## src/rtl/tx66_pkg.sv

```systemverilog
package tx66_pkg;
  localparam int BLK_W = 66;
  typedef logic [BLK_W-1:0] blk_t;

  // Idle control block: sync header 2'b10, block type 0x1E, all idle characters.
  function automatic blk_t idle_blk();
    return {56'h0, 8'h1E, 2'b10};
  endfunction
endpackage

```

## src/rtl/tx66_rdy_delay.sv

```systemverilog
module tx66_rdy_delay #(
  parameter int MAX_LAT = 10,
  parameter int LAT_W   = $clog2(MAX_LAT + 1)
) (
  input  logic             clk,
  input  logic             rst_n,
  input  logic             en,
  input  logic             ready,
  input  logic [LAT_W-1:0] lat,
  output logic             valid
);
  logic [MAX_LAT-1:0] hist;
  logic               tap;

  generate
    if (MAX_LAT == 1) begin : g_one
      always_ff @(posedge clk or negedge rst_n) begin
        if (!rst_n)   hist <= '0;
        else if (!en) hist <= '0;
        else          hist <= ready;
      end
    end else begin : g_many
      always_ff @(posedge clk or negedge rst_n) begin
        if (!rst_n)   hist <= '0;
        else if (!en) hist <= '0;
        else          hist <= {hist[MAX_LAT-2:0], ready};
      end
    end
  endgenerate

  always_comb begin
    tap = 1'b0;
    for (int i = 0; i < MAX_LAT; i++)
      if (lat == LAT_W'(i + 1)) tap = hist[i];
  end

  assign valid = en & tap;

  // with a one-cycle delay, valid repeats last cycle's ready
  p_lat1_follow_r2: assert property (@(posedge clk) disable iff (!rst_n)
    ($past(rst_n) && $past(en) && en && lat == LAT_W'(1) && $past(lat) == LAT_W'(1))
      |-> (valid == $past(ready)));
endmodule

```

## src/rtl/tx66_am_sched.sv

```systemverilog
module tx66_am_sched #(
  parameter int PER_W   = 17,
  parameter int BURST_W = 4
) (
  input  logic               clk,
  input  logic               rst_n,
  input  logic               en,
  input  logic               adv,
  input  logic [PER_W-1:0]   per,
  input  logic [BURST_W-1:0] burst,
  output logic               am
);
  logic [PER_W-1:0] cnt;
  logic [PER_W-1:0] burst_ext;

  assign burst_ext = {{(PER_W-BURST_W){1'b0}}, burst};

  always_ff @(posedge clk or negedge rst_n) begin
    if (!rst_n)       cnt <= '0;
    else if (!en)     cnt <= '0;
    else if (adv)     cnt <= (cnt == per - PER_W'(1)) ? '0 : cnt + PER_W'(1);
  end

  assign am = (cnt < burst_ext);

  // counter frozen on non-valid cycles
  p_freeze_r4: assert property (@(posedge clk) disable iff (!rst_n)
    (en && !adv) |=> $stable(cnt));
  // wrap after the last position of the period
  p_wrap_r4: assert property (@(posedge clk) disable iff (!rst_n)
    (en && adv && cnt == per - PER_W'(1)) |=> (cnt == '0));
  // disabled means counter at zero next cycle
  p_idle_zero_r5: assert property (@(posedge clk) disable iff (!rst_n)
    !en |=> (cnt == '0));
endmodule

```

## src/rtl/tx66_blk_mux.sv

```systemverilog
module tx66_blk_mux
  import tx66_pkg::*;
#(
  parameter int LANES = 4,
  localparam int W    = BLK_W * LANES
) (
  input  logic         clk,
  input  logic         rst_n,
  input  logic         slot,
  input  logic         empty,
  input  logic [W-1:0] src_data,
  output logic [W-1:0] data,
  output logic         pop,
  output logic         err
);
  logic [W-1:0] idle_w;
  logic [W-1:0] hold_q;

  generate
    for (genvar k = 0; k < LANES; k++) begin : g_lane
      assign idle_w[k*BLK_W +: BLK_W] = idle_blk();
    end
  endgenerate

  assign data = slot ? (empty ? idle_w : src_data) : hold_q;
  assign pop  = slot & ~empty;

  always_ff @(posedge clk or negedge rst_n) begin
    if (!rst_n) begin
      hold_q <= '0;
      err    <= 1'b0;
    end else begin
      hold_q <= data;
      if (slot && empty) err <= 1'b1;
    end
  end

  // underflow flag is sticky
  p_err_sticky_r8: assert property (@(posedge clk) disable iff (!rst_n)
    err |=> err);
endmodule

```

## src/rtl/tx66_blk_source.sv

```systemverilog
module tx66_blk_source
  import tx66_pkg::*;
#(
  parameter int LANES     = 4,
  parameter int MAX_LAT   = 10,
  parameter int PER_W     = 17,
  parameter int BURST_W   = 4,
  parameter int DEF_LAT   = 1,
  parameter int DEF_PER   = 81915,
  parameter int DEF_BURST = 5,
  localparam int LAT_W    = $clog2(MAX_LAT + 1),
  localparam int W        = BLK_W * LANES
) (
  input  logic               clk,
  input  logic               rst_n,
  input  logic               en,
  input  logic [LAT_W-1:0]   cfg_latency,
  input  logic [PER_W-1:0]   cfg_period,
  input  logic [BURST_W-1:0] cfg_burst,
  input  logic [W-1:0]       src_data,
  input  logic               src_empty,
  output logic               src_pop,
  input  logic               snk_ready,
  output logic               snk_valid,
  output logic [W-1:0]       snk_data,
  output logic               snk_am,
  output logic               err_underflow
);
  logic [LAT_W-1:0]   lat_q, lat_clamp;
  logic [PER_W-1:0]   per_q;
  logic [BURST_W-1:0] burst_q;
  logic               slot;

  always_comb begin
    if (cfg_latency == '0)                     lat_clamp = LAT_W'(1);
    else if (cfg_latency > LAT_W'(MAX_LAT))    lat_clamp = LAT_W'(MAX_LAT);
    else                                       lat_clamp = cfg_latency;
  end

  always_ff @(posedge clk or negedge rst_n) begin
    if (!rst_n) begin
      lat_q   <= LAT_W'(DEF_LAT);
      per_q   <= PER_W'(DEF_PER);
      burst_q <= BURST_W'(DEF_BURST);
    end else if (!en) begin
      lat_q   <= lat_clamp;
      per_q   <= cfg_period;
      burst_q <= cfg_burst;
    end
  end

  tx66_rdy_delay #(.MAX_LAT(MAX_LAT), .LAT_W(LAT_W)) u_delay (
    .clk   (clk),
    .rst_n (rst_n),
    .en    (en),
    .ready (snk_ready),
    .lat   (lat_q),
    .valid (snk_valid)
  );

  tx66_am_sched #(.PER_W(PER_W), .BURST_W(BURST_W)) u_sched (
    .clk   (clk),
    .rst_n (rst_n),
    .en    (en),
    .adv   (snk_valid),
    .per   (per_q),
    .burst (burst_q),
    .am    (snk_am)
  );

  assign slot = snk_valid & ~snk_am;

  tx66_blk_mux #(.LANES(LANES)) u_mux (
    .clk      (clk),
    .rst_n    (rst_n),
    .slot     (slot),
    .empty    (src_empty),
    .src_data (src_data),
    .data     (snk_data),
    .pop      (src_pop),
    .err      (err_underflow)
  );

  // a pop only happens on a data slot with a word available
  p_pop_slot_r6: assert property (@(posedge clk) disable iff (!rst_n)
    src_pop |-> (snk_valid && !snk_am && !src_empty));
  // data paused while valid is low
  p_hold_r3: assert property (@(posedge clk) disable iff (!rst_n)
    !snk_valid |-> $stable(snk_data));
  // marker cycles consume nothing
  p_am_nopop_r7: assert property (@(posedge clk) disable iff (!rst_n)
    snk_am |-> !src_pop);
  // valid is never high while disabled
  p_off_r5: assert property (@(posedge clk) disable iff (!rst_n)
    !en |-> !snk_valid);
endmodule

```

## config.mk

```make
export PLATFORM = sky130hd
export DESIGN_NAME = tx66_blk_source
export DESIGN_NICKNAME = d
export VERILOG_FILES = /design/src/rtl/tx66_pkg.sv /design/src/rtl/tx66_rdy_delay.sv /design/src/rtl/tx66_am_sched.sv /design/src/rtl/tx66_blk_mux.sv /design/src/rtl/tx66_blk_source.sv
export SDC_FILE = /design/constraint.sdc
export NUM_CORES = 1
export LEC_CHECK = 0
export ABC_AREA = 0
export BUFFER_PORTS_ARGS = -buffer_cell sky130_fd_sc_hd__buf_2
export CORE_AREA = 2 2 220 222
export CTS_CLUSTER_DIAMETER = 120
export DETAILED_ROUTE_END_ITERATION = 8
export DIE_AREA = 0 0 222 224
export PLACE_DENSITY = 0.65
export SYNTH_ARGS = -nofsm -noshare
export SYNTH_HDL_FRONTEND = slang
export SYNTH_SLANG_ARGS = --single-unit
```

## constraint.sdc

```tcl
create_clock -name clk -period 3.1 [get_ports clk]
set_input_delay 0 -clock clk [delete_from_list [all_inputs] [get_ports clk]]
set_output_delay 0 -clock clk [all_outputs]
set_load 0.05 [all_outputs]
```

# Yosys cells after proc, flatten, opt, wreduce, memory -nomap -nowiden
# Index checks and enable logic that the tools add are counted.
[totals] in_bits=294 elab_cells=48 reg_bits=317
[classes] bitwise=5 reduce_logical=2 n_eq_ne=12 magnitude_cmp=2 muxes=18 add_sub_neg=2
[op_table] cell="$mux 264" count=2
[op_table] cell="$mux 17" count=3
[op_table] cell="$add 17x1->17 const B" count=1
[op_table] cell="$eq 17x17->1" count=1
[op_table] cell="$lt 17x4->1" count=1
[op_table] cell="$sub 17x1->17 const B" count=1
[op_table] cell="$eq 4x3->1 const B" count=4
[op_table] cell="$eq 4x4->1 const B" count=3
[op_table] cell="$mux 1" count=10
[op_table] cell="$mux 10" count=1
[op_table] cell="$eq 4x2->1 const B" count=2
[op_table] cell="$mux 4" count=2
[op_table] cell="$eq 4x1->1 const B" count=1
[op_table] cell="$gt 4x4->1 const B" count=1
[op_table] cell="$logic_not 4->1" count=1
[op_table] cell="$and 1x1->1" count=3
[op_table] cell="$ne 2x1->1 const B" count=1
[op_table] cell="$not 1->1" count=2
[op_table] cell="$logic_and 1x1->1" count=1

# Depth between registers and ports, before layout
# Gate-level depths: netlist of run 1.
[depth] depth_word=14 mapped_depth=12 depth_no_buf=10

# By module
# A second synthesis of run 1 with hierarchy kept.
[unflattened] hier_cells=947 area_unflattened_um2=12807.3
[by_module_without_submodules] module="tx66_blk_mux" n_inst=1 area_per_inst_um2=9367.7 cells_each=592
[by_module_without_submodules] module="tx66_am_sched" n_inst=1 area_per_inst_um2=1956.9 cells_each=258
[by_module_without_submodules] module="tx66_blk_source" n_inst=1 area_per_inst_um2=1051.0 cells_each=62
[by_module_without_submodules] module="tx66_rdy_delay" n_inst=1 area_per_inst_um2=431.7 cells_each=35

# Worst setup path after synthesis of run 1
# OpenSTA, ideal clock, no wires.
[synth_timing] kind="register to register" start="reg u_sched.cnt[1]" end="reg u_mux.hold_q[204]" period_less_slack_ns=3.230 setup_slack_ns=-0.130 t_arrival_ns=3.063 path_stages_with_launch=12 path_cell_list="dfrtp_1 -> ha_1 -> a21o_1 -> a21oi_1 -> nor3b_1 -> nor2_1 -> or2_2 -> clkbuf_1 -> clkbuf_1 -> clkbuf_1 -> nand2_1 -> nand2_1"
[synth_via] elab_chain_len=4
[synth_lines] element="start: declaration" line_no="tx66_am_sched.sv:13" source="logic [PER_W-1:0] cnt;"
[synth_lines] element="start signal: assignment" line_no="tx66_am_sched.sv:21" source="else if (adv) cnt <= (cnt == per - PER_W'(1)) ? '0 : cnt + PER_W'(1);"
[synth_lines] element="$lt 17x4->1" line_no="tx66_am_sched.sv:24" source="assign am = (cnt < burst_ext);"
[synth_lines] element="net snk_am" line_no="tx66_blk_source.sv:26" source="output logic snk_am,"
[synth_lines] element="$not 1->1" line_no="tx66_blk_source.sv:71" source="assign slot = snk_valid & ~snk_am;"
[synth_lines] element="$and 1x1->1" line_no="tx66_blk_source.sv:71"
[synth_lines] element="$mux 264" line_no="tx66_blk_mux.sv:25" source="assign data = slot ? (empty ? idle_w : src_data) : hold_q;"
[synth_lines] element="net snk_data[204]" line_no="tx66_blk_source.sv:25" source="output logic [W-1:0] snk_data,"
[synth_lines] element="end signal: assignment" line_no="tx66_blk_mux.sv:33" source="hold_q <= data;"
[synth_lines] element="end: declaration" line_no="tx66_blk_mux.sv:17" source="logic [W-1:0] hold_q;"
# The timed path passes the listed nets, and every way through them passes these cells.
# A chain may end at the register's enable or synchronous reset.

# Worst setup path in the final report of run 1
[layout_timing] start="reg lat_q[0]" end="out snk_data[256]"
[layout_via] elab_chain_len=14 elab_cells_between_ends=23
[layout_lines] element="start: declaration" line_no="tx66_blk_source.sv:29" source="logic [LAT_W-1:0] lat_q, lat_clamp;"
[layout_lines] element="start signal: assignment" line_no="tx66_blk_source.sv:42" source="lat_q <= LAT_W'(DEF_LAT);"
[layout_lines] element="start signal: assignment" line_no="tx66_blk_source.sv:46" source="lat_q <= lat_clamp;"
[layout_lines] element="$eq 4x1->1" line_no="tx66_rdy_delay.sv:34" source="if (lat == LAT_W'(i + 1)) tap = hist[i];"
[layout_lines] element="$mux 1 (9 in a row)" line_no="tx66_rdy_delay.sv:34"
[layout_lines] element="$mux 1 (*)" line_no="tx66_rdy_delay.sv:34"
[layout_lines] element="$and 1x1->1 (*)" line_no="tx66_rdy_delay.sv:37" source="assign valid = en & tap;"
[layout_lines] element="$and 1x1->1 (*)" line_no="tx66_blk_source.sv:71"
[layout_lines] element="$mux 264 (*)" line_no="tx66_blk_mux.sv:25"
[layout_lines] element="end: declaration" line_no="tx66_blk_source.sv:25"
# Every way passes the cells marked *; elsewhere a longest branch is shown, timed or not.

==> results of run 1 <==
## final timing paths
check,start,to,slack (ns),cells after the start
max,lat_q[0],snk_data[256],0.08,10
min,en,lat_q[1],0.06,4
max reg2reg,per_q[0],u_sched.cnt[13],0.29,11
min reg2reg,u_mux.hold_q[101],u_mux.hold_q[101],0.46,2
max in group asynchronous,rst_n,u_mux.hold_q[102],1.89,3
min in group asynchronous,rst_n,u_mux.hold_q[164],0.09,2
## power breakdown
part | switching (mW) | leakage [nW] | internal (mW)
Sequential | 0.184 | 4.28 | 4.62
Combinational | 2.63 | 7.23 | 1.29
Clock | 1.77 | 0.662 | 3.02
## per-layer routing
layer  global-route usage, %  vias up  routed length, um
met5                       0        -                 13
met4                    9.70        2               2800
met3                    4.43      201               3810
met2                    32.3      700              27200
met1                    20.9     6935              20100
li1                        -     6444                  -
## flip-flops by register name, summed over array words and instances, names as in the netlist
signal	count
u_mux.hold_q	264
u_mux.err	1
per_q	17
burst_q	4
lat_q	4
u_delay.hist	10
u_sched.cnt	17
## cells in the final DEF, fill, tap and decap left out, drive strengths merged, types with 11 or more instances in the layout
cell,instances
buf,536
nor2,13
a31oi,12
nand3b,249
mux2,26
dfrtp,300
nand2,543
a21oi,17
xnor2,13
and2,14
dlygate4sd3,293
o21ai,27
clkbuf,125
dfstp,17
and3,11
## cell type report
cell class | count | area share (%)
Clock buffer | 52 | 4.86
Clock inverter | 12 | 0.952
Inverter | 7 | 0.114
Multi-Input combinational cell | 1011 | 24.1
Sequential cell | 317 | 34.4
Tap cell | 615 | 3.33
Timing Repair Buffer | 903 | 32.3
## through the flow
| stage | power [mW] | hold WS [ns] | cells | instance area, um2 |
|---|---|---|---|---|
| floorplan | 7.07 | -0.296 | 1439 | 13900 |
| global placement | 8.01 | 0.118 | 2537 | 17500 |
| detailed placement | 8.06 | 0.115 | 2537 | 17500 |
| CTS | 13.2 | 0.0203 | 2900 | 22000 |
| global route | 14.0 | 0.0716 | 2917 | 23100 |
| finish | 13.5 | 0.0561 | 2917 | 23100 |
## worst reg2reg max path, cell delays in order (launching register included)
cell	delay (ns)
dfstp_2	0.40
inv_1	0.06
ha_1	0.17
nor3b_2	0.49
mux2_1	0.22
mux2i_1	0.07
a21o_1	0.19
nor4_2	0.29
a41oi_2	0.18
buf_12	0.20
and3_1	0.17
a221o_1	0.26
## what timing repair did
item,in CTS,in global routing
cloned,2,12
hold buffers,293,0
hold endpoints to repair,384,0
setup endpoints to repair,259,261
resized for setup,36,457
buffers inserted,4,5
pin swaps,1,3
## kinds of logic after synthesis
logic type	after synthesis	share of synthesized area, %
AND/OR/NAND/NOR	876	31.9
flip-flops	317	57.1
buffers and inverters	111	3.20
AO/OA/AOI/OAI	76	3.34
multiplexers	34	2.77
XOR/XNOR	20	1.26
adder cells (fa/ha/maj)	5	0.449
==> key figures, run 1 <==
Synth
  – Post-Syn Area: 13900 um2
  – FFs w/ async S/R, synth: 100%
  – Post-synth net total: 1738
  – Flops & latches, synth: 317
  – Avg Cell Area, Syn: 9.68 um2
  – EDFF count, synth: 0
  – Distinct cells, synth: 51
  – Synth warn: 0
  – Ys flop type: dfrtp_1
  – Synth top area cells: dfrtp_1 (54%), nand2_1 (15%), nand3b_1 (13%)
  – Share of the synthesized area in the top cell type: 53.9%
  – Commonest cells post-synth: nand2_1 (543), dfrtp_1 (300), nand3b_1 (249)
  – Synth Instances: 1439
  – Leading area contributor after synthesis: dfrtp_1
  – Sequential area share after synthesis: 57.1%
  – Most frequent cell after synthesis: nand2_1

Global route
  – Gr ovfl total: 0
  – Largest net degree at the start of global routing: 135
  – Vias in the first global route: 14343
  – Antenna violations before repair: 1
  – Total GRT Usage: 18.4%
  – First-pass GRT wire length: 74.4 mm

Routing
  – Drt via density: 4.90
  – Post-DRT Antenna Nets: 0
  – Via count: 14282
  – DRT Pass-1 Iters: 6
  – Per-cell routed wire length: 18.5 um
  – DR iter-0 viols: 838
  – Number of remaining DRC errors: 0
  – Final WL: 54.0 mm

Hold path
  – Hold crit path type: input pin to register

STA
  – Final Max Tran Viols: 0
  – Worst clock skew: 0.0216 ns
  – Worst setup margin: 0.0824 ns
  – Final setup violation count: 0
  – Fmax: 0.331 GHz
  – Slew headroom: 41.7%
  – Final Hold Vio Count: 0
  – Tightest Pin Transition: 0.875 ns
  – Fin crit period: 3.02 ns
  – TNS Setup: 0 ns
  – Fin crit share: 97.3%

Clock network
  – Clk slew on worst S/H paths: 0.06 ns
  – Clock sinks: 317
  – Maximum clock path buffer count: 3
  – Root buf cell: clkbuf_16
  – CTS tree: yes
  – CTS H-tree lvls: 2
  – Later-pin clock latency in the skew report: 0.54 ns
  – CTS buffer count: 37

Worst setup path
  – CP max-delay cell: dfstp_2
  – Max FO, Critical Path: 22
  – Slowest stage delay, CP: 0.60 ns
  – Most common cell on crit path: nand2_1
  – WP data arrival: 3.02 ns
  – CP Buf/Inv Count: 3
  – Setup CP Type: register to output port
  – Crit path max-delay family: flip-flops
  – Critical Path RT: 3.10 ns
  – Critical path endpoint category: output port
  – CP Cell Sequence: mux4_2 > a21oi_2 > o21ai_2 > nand2_2 > or2_4 > buf_12 > clkbuf_16 > nand2_1 > nand2_1 > buf_2
  – Startpoint types: register

Floorplan
  – Die Area: 49700 um2
  – Die width: 222 um
  – Core Region: 47300 um2
  – Chip Height: 224 um
  – Row Count: 80
  – Top-level I/O count: 562
  – Starting density of the core: 29.4%

Placement
  – Placer congestion estimate: 0.865
  – I/O Buffers: 561
  – Placement Setup Slack: 0.306 ns
  – HPWL after detailed placement: 30.0 mm

Final layout
  – Finished Core Util: 48.9%
  – Total Nets Final: 2576
  – Fillers: 3993
  – Share of layout cells above drive strength 1: 31.7%
  – Area grow syn2layout: 66.1%
  – Storage cell area: 7950 um2
  – Footprint of the multi-input gates: 5570 um2
  – Ant. Diodes: 0

Power and ir drop
  – Max IR drop VDD: 0.505 mV
  – P_leak: 12.2 nW
  – Power density cells: 585 nW/um2

Run
  – # Max-Cap Violations: 0

Run status
  – Outcome: finished, final reports clean
Note: power is estimated with default switching activity, not from simulation.
==> inputs of run 2 (changes only) <==
--- a/constraint.sdc
+++ b/constraint.sdc
@@ -3,2 +3,2 @@
 set_output_delay 0 -clock clk [all_outputs]
-set_load 0.05 [all_outputs]
+set_load 0.02 [all_outputs]
==> key figures, run 2 (synthesis gave the netlist of run 1 again) <==
Run status
  – Outcome: finished, final reports clean

Power and ir drop
  – Total power: 11.7 mW (-14%)
  – Power density cells: 529 nW/um2 (-9.6%)
  – P_leak: 12.1 nW (-0.80%)
  – Max IR drop VDD: 0.433 mV (-14%)

Worst setup path
  – FF-to-FF Start: per_q[0]
  – R2R Path End: u_sched.cnt[5]
  – Startpoint types: register
  – Worst R2R Setup Slack: 0.32 ns (+0.03 ns)
  – R2R cell count: 12 (+1)
  – Max FO, Critical Path: 28 (+27%)
  – Setup CP Type: register to output port
  – Critical Path RT: 3.10 ns (about the same)
  – WP data arrival: 2.95 ns (-0.07 ns)
  – Critical path endpoint category: output port

Final layout
  – Fillers: 4238 (+6.1%)
  – Total Nets Final: 2584 (+0.31%)
  – Storage cell area: 7950 um2 (unchanged)
  – Non-Filler Instances: 2928 (+0.38%)
  – Most frequent cells in the layout: buf_2 (557), nand2_1 (542), dfrtp_1 (300), dlygate4sd3_1 (292), nand3b_1 (249)
  – Finished Core Util: 46.6% (-2.3 points)
  – Area grow syn2layout: 58.4%
  – Share of layout cells above drive strength 1: 31.9% (+0.15 points)
  – Max FFs per register: 264 (unchanged)
  – Biggest regs: u_mux.hold_q (264), per_q (17), u_sched.cnt (17)
  – Final non-filler cell area: 22100 um2 (-4.6%)
  – Footprint of the multi-input gates: 5550 um2 (-0.29%)
  – Commonest non-fill, non-tap cell in the layout: buf_2
  – Register bank with the most flops: u_mux.hold_q

Clock network
  – Clk slew on worst S/H paths: 0.06 ns (about the same)
  – Clock sinks: 317 (unchanged)
  – CTS H-tree lvls: 2 (unchanged)
  – Root buf cell: clkbuf_16
  – CTS tree: yes
  – CTS buffer count: 36 (-2.7%)
  – Later-pin clock latency in the skew report: 0.53 ns (about the same)
  – Maximum clock path buffer count: 3 (unchanged)

STA
  – Worst setup margin: 0.151 ns (+0.0682 ns)
  – Fin crit share: 95.1% (-2.2 points)
  – Fin crit period: 2.95 ns (-0.0682 ns)
  – Final setup violation count: 0 (unchanged)
  – Worst clock skew: 0.0125 ns (-0.00913 ns)
  – Worst hold slack: 0.0344 ns (-0.0217 ns)
  – Final Max Tran Viols: 0 (unchanged)
  – Fmax: 0.339 GHz (+2.3%)
  – Final Hold Vio Count: 0 (unchanged)
  – Tightest Pin Transition: 0.825 ns (-0.0501 ns)
  – Slew headroom: 45.0% (+3.3 points)
  – RSZ-0062 raised after global routing: yes
  – TNS Setup: 0 ns (unchanged)

Global route
  – Vias in the first global route: 14028 (-2.2%)
  – Total GRT Usage: 18.1% (-0.36 points)
  – Antenna violations before repair: 4 (+3)
  – Gr ovfl total: 0 (unchanged)
  – Largest net degree at the start of global routing: 102 (-24%)
  – First-pass GRT wire length: 72.8 mm (-2.2%)

Routing
  – Final WL: 49.2 mm (-8.8%)
  – Post-DRT Antenna Nets: 0 (unchanged)
  – DRT Pass-1 Iters: 7 (+1)
  – Drt via density: 4.74 (-3.2%)
  – Number of remaining DRC errors: 0 (unchanged)
  – Per-cell routed wire length: 16.8 um (-9.1%)
  – DR iter-0 viols: 753 (-10%)
  – Via count: 13877 (-2.8%)

Floorplan
  – Chip Height: 224 um (unchanged)
  – Starting density of the core: 29.4% (unchanged)
  – Core Region: 47300 um2 (unchanged)
  – Top-level I/O count: 562 (unchanged)
  – Die width: 222 um (unchanged)
  – Die Area: 49700 um2 (unchanged)
  – Row Count: 80 (unchanged)

Placement
  – HPWL after detailed placement: 30.2 mm (+0.43%)
  – Placer congestion estimate: 0.854 (-1.3%)
  – I/O Buffers: 561 (unchanged)
  – Placed cell count: 2552 (+0.59%)
  – Placement Setup Slack: 0.325 ns (+0.0188 ns)
  – Placed Area: 17500 um2 (+0.24%)

Hold path
  – Hold Path End: lat_q[0]
  – HP Start: en
  – Hold path depth: 4 (unchanged)
  – Hold crit path type: input pin to register

Run
  – # Max-Cap Violations: 0 (unchanged)
run 2: changes by cell type in the layout (fill, tap and decap cells not counted), sizes merged:
cell         change
dlygate4sd3      -1
diode            +3
buf             +77
clkinvlp         +1
clkinv           +6
bufinv           -3
bufbuf           -1
clkbuf          -69
inv              -2
run 2: final cells by class:
class	count	area share, %
flip-flops and latches	317	36.1
well taps	615	3.49
inverters	7	0.119
repair buffers	912	29.7
multi-input cells	1011	25.2
clock inverters	14	0.681
clock buffers	49	4.81
diodes	3	0.0340
run 2: where the power goes:
| group | leakage [nW] | switching [mW] | total, mW | internal, mW |
|---|---|---|---|---|
| Clock | 0.602 | 1.73 | 4.37 | 2.64 |
| Sequential | 4.28 | 0.178 | 4.80 | 4.62 |
| Combinational | 7.19 | 1.51 | 2.50 | 0.984 |
| Total | 12.1 | 3.42 | 11.7 | 8.25 |
run 2: layer usage:
layer  vias to the layer above  routed length (um)  global-route usage (%)
met5                         -                   0                       0
met4                         0                1980                    8.37
met3                       151                3580                    5.15
met2                       600               24600                    31.3
met1                      6671               19100                    20.7
li1                       6455                   -                       -
run 2: how the worst max path moves through the flow:
stage	to	depth (start not counted)	start	slack [ns]
floorplan	u_mux.hold_q[204]	11	lat_q[0]	0.32
global placement	u_sched.cnt[2]	12	per_q[0]	0.32
detailed placement	u_sched.cnt[5]	12	per_q[0]	0.32
CTS	snk_data[135]	10	lat_q[0]	0.01
global route	snk_data[170]	12	lat_q[0]	-0.005
finish	snk_data[218]	10	lat_q[0]	0.15
run 2: repair_timing:
action	CTS	global route
cloned	1	7
hold buffers	292	0
buffers inserted	1	9
hold endpoints to repair	378	0
resized for setup	15	13
setup endpoints to repair	229	227
pin swaps	1	3
run 2: critical path: stages, from the launching register on:
cell     delay (ns)
dfstp_2        0.60
mux4_2         0.52
a21oi_2        0.14
o21ai_1        0.09
nand2_2        0.12
or2_4          0.18
buf_12         0.18
buf_16         0.21
nand2_1        0.07
nand2_1        0.08
buf_2          0.19
==> inputs of run 3 (changes only) <==
CORE_AREA = 2 2 217 219   (was 2 2 220 222)
DIE_AREA = 0 0 219 221   (was 0 0 222 224)
PLACE_DENSITY = 0.64   (was 0.65)
SYNTH_HIERARCHICAL = 1   (was unset)
==> key figures, run 3 <==
Worst setup path
  – Worst R2R Setup Slack: 0.40 ns (+0.08 ns)
  – WP data arrival: 2.97 ns (+0.02 ns)
  – Max FO, Critical Path: 47 (+68%)
  – Critical path endpoint category: output port
  – Critical Path RT: 3.10 ns (about the same)
  – R2R Path End: u_sched/cnt[1]
  – Setup CP Type: register to output port
  – Startpoint types: register
  – FF-to-FF Start: per_q[4]
  – R2R cell count: 7 (-5)
  – Worst Setup SP: lat_q[2]

Final layout
  – Biggest regs: u_mux/hold_q (264), per_q (17), u_sched/cnt (17)
  – Register bank with the most flops: u_mux/hold_q
  – Non-Filler Instances: 2452 (-16%)
  – Commonest non-fill, non-tap cell in the layout: buf_2
  – Max FFs per register: 264 (unchanged)
  – Share of layout cells above drive strength 1: 39.6% (+7.7 points)
  – Most frequent cells in the layout: buf_2 (556), dfrtp_1 (298), dlygate4sd3_1 (295), a22o_1 (240), clkbuf_16 (41)
  – Area grow syn2layout: 62.5%
  – Total Nets Final: 2107 (-18%)

Power and ir drop
  – Power density cells: 653 nW/um2 (+24%)
  – Total power: 13.6 mW (+17%)
  – Max IR drop VDD: 0.501 mV (+16%)
  – P_leak: 10.6 nW (-12%)

Routing
  – Post-DRT Antenna Nets: 0 (unchanged)
  – Drt via density: 4.95 (+4.4%)
  – Via count: 12137 (-13%)
  – DRT Pass-1 Iters: 5 (-2)
  – Number of remaining DRC errors: 0 (unchanged)
  – DR iter-0 viols: 552 (-27%)
  – Final WL: 48.6 mm (-1.3%)
  – Per-cell routed wire length: 19.8 um (+18%)

STA
  – Fmax: 0.336 GHz (-0.78%)
  – Worst hold slack: 0.138 ns (+0.104 ns)
  – Slew headroom: 42.4% (-2.6 points)
  – Tightest Pin Transition: 0.863 ns (+0.0385 ns)
  – Final Max Tran Viols: 0 (unchanged)
  – Final setup violation count: 0 (unchanged)
  – Fin crit share: 95.9% (+0.75 points)
  – Worst setup margin: 0.127 ns (-0.0232 ns)
  – Final Hold Vio Count: 0 (unchanged)
  – Worst clock skew: 0.0197 ns (+0.00721 ns)
  – Fin crit period: 2.97 ns (+0.0232 ns)

Synth
  – Flops & latches, synth: 317 (unchanged)
  – Synth Instances: 947 (-34%)
  – Post-synth net total: 1246 (-28%)
  – FFs w/ async S/R, synth: 100% (unchanged)
  – EDFF count, synth: 0 (unchanged)
  – Leading area contributor after synthesis: dfrtp_1
  – Synth top area cells: dfrtp_1 (59%), a22o_1 (17%), dfstp_2 (3.5%)
  – Sequential area share after synthesis: 62.1% (+5.0 points)
  – Distinct cells, synth: 65 (+27%)
  – Post-Syn Area: 12800 um2 (-8.0%)
  – Share of the synthesized area in the top cell type: 58.6% (+4.7 points)
  – Most frequent cell after synthesis: dfrtp_1
  – Ys flop type: dfrtp_1
  – Avg Cell Area, Syn: 13.5 um2 (+40%)
  – Synth warn: 6 (+6)
  – Commonest cells post-synth: dfrtp_1 (300), a22o_1 (243), nand2_1 (36)

Global route
  – Antenna violations before repair: 11 (+7)
  – Total GRT Usage: 18.9% (+0.83 points)
  – Largest net degree at the start of global routing: 102 (unchanged)
  – Gr ovfl total: 0 (unchanged)
  – Vias in the first global route: 13038 (-7.1%)
  – First-pass GRT wire length: 72.4 mm (-0.60%)

Clock network
  – CTS H-tree lvls: 2 (unchanged)
  – CTS tree: yes
  – Root buf cell: clkbuf_16
  – Clock sinks: 317 (unchanged)
  – CTS buffer count: 37 (+2.8%)
  – Later-pin clock latency in the skew report: 0.55 ns (+0.02 ns)
  – Clk slew on worst S/H paths: 0.05 ns (about the same)
  – Maximum clock path buffer count: 3 (unchanged)

Placement
  – I/O Buffers: 561 (unchanged)
  – HPWL after detailed placement: 29.7 mm (-1.6%)
  – Placer congestion estimate: 0.949 (+11%)
  – Placed cell count: 2069 (-19%)
  – Placement Setup Slack: 0.444 ns (+0.120 ns)

Run
  – # Max-Cap Violations: 0 (unchanged)

Floorplan
  – Die width: 219 um (-1.4%)
  – Core Region: 46100 um2 (-2.7%)
  – Die Area: 48400 um2 (-2.7%)
  – Top-level I/O count: 562 (unchanged)
  – Chip Height: 221 um (-1.3%)
  – Row Count: 79 (-1.3%)
  – Starting density of the core: 27.8% (-1.6 points)

Run status
  – Outcome: finished, final reports clean

Hold path
  – Hold crit path type: input pin to async pin
-- run 3: changes by cell type in the layout (fill, tap and decap cells not counted), moves of 16 or more --
cell | before | now
nand2_1 | 542 | 36
nand3b_1 | 249 | 6
a22o_1 | 3 | 240
o22a_1 | 0 | 20
o21ai_0 | 26 | 8
nor2_1 | 11 | 27
-- run 3: repair_timing --
| action | in CTS | in global routing |
|---|---|---|
| gates cloned | 2 | 5 |
| resized for setup | 6 | 24 |
| setup endpoints to repair | 212 | 263 |
| hold buffers | 295 | 0 |
| hold endpoints to repair | 384 | 0 |
| pin swaps | 0 | 1 |
| buffers inserted | 3 | 2 |
-- run 3: how the worst max path moves through the flow --
stage	cells past startpoint	endpoint
2_1_floorplan	10	u_mux/hold_q[100]
3_3_place_gp	9	u_sched/cnt[0]
3_5_place_dp	9	u_sched/cnt[1]
4_1_cts	10	snk_data[17]
5_1_grt	12	snk_data[159]
6_report	9	snk_data[235]
-- run 3: power by group --
group,internal (mW),switching [mW],total [mW]
Clock,2.52,1.79,4.31
Combinational,1.71,2.27,3.98
Sequential,4.97,0.335,5.30
-- run 3: routing by layer --
metal | track usage [%] | vias up | wire (um)
li1 | - | 5330 | -
met1 | 21.4 | 6107 | 18400
met2 | 33.6 | 574 | 25000
met3 | 4.56 | 126 | 3400
met4 | 8.15 | 0 | 1800
met5 | 0 | - | 0
-- run 3: cell families after synthesis --
family | Yosys count | synth area share, %
fa+ha+maj | 5 | 0.488
mux | 27 | 2.89
flops | 317 | 62.1
simple gates | 148 | 6.75
xor+xnor | 19 | 1.30
compound gates | 336 | 21.9
buf+inv | 95 | 4.57
-- run 3: metrics by stage --
step	instance area, um2	setup TNS (ns)	util [%]
after floorplan	12800	0	-
after global placement	16300	0	35.4
after detailed placement	16300	0	35.4
after CTS	20500	0	44.5
after global routing	20800	-0.0139	45.2
final	20800	0	45.2
-- run 3: final cells by class --
type,count,area (um2)
Antenna cell,11,27.5
Clock buffer,51,1040
Clock inverter,14,150
Fill cell,4094,25300
Inverter,15,98.8
Multi-Input combinational cell,535,4330
Sequential cell,317,7960
Tap cell,607,759
Timing Repair Buffer,899,6410
Timing Repair inverter,3,41.3
-- run 3: worst max-delay path, stage by stage, from the launching register on --
cell and delay [ns]:
dfrtp_1 0.41, nand2b_1 0.17, o31a_2 0.31, a221oi_4 0.29
nor2b_4 0.29, buf_12 0.15, inv_16 0.06, clkbuf_16 0.26
a22o_1 0.25, buf_2 0.17
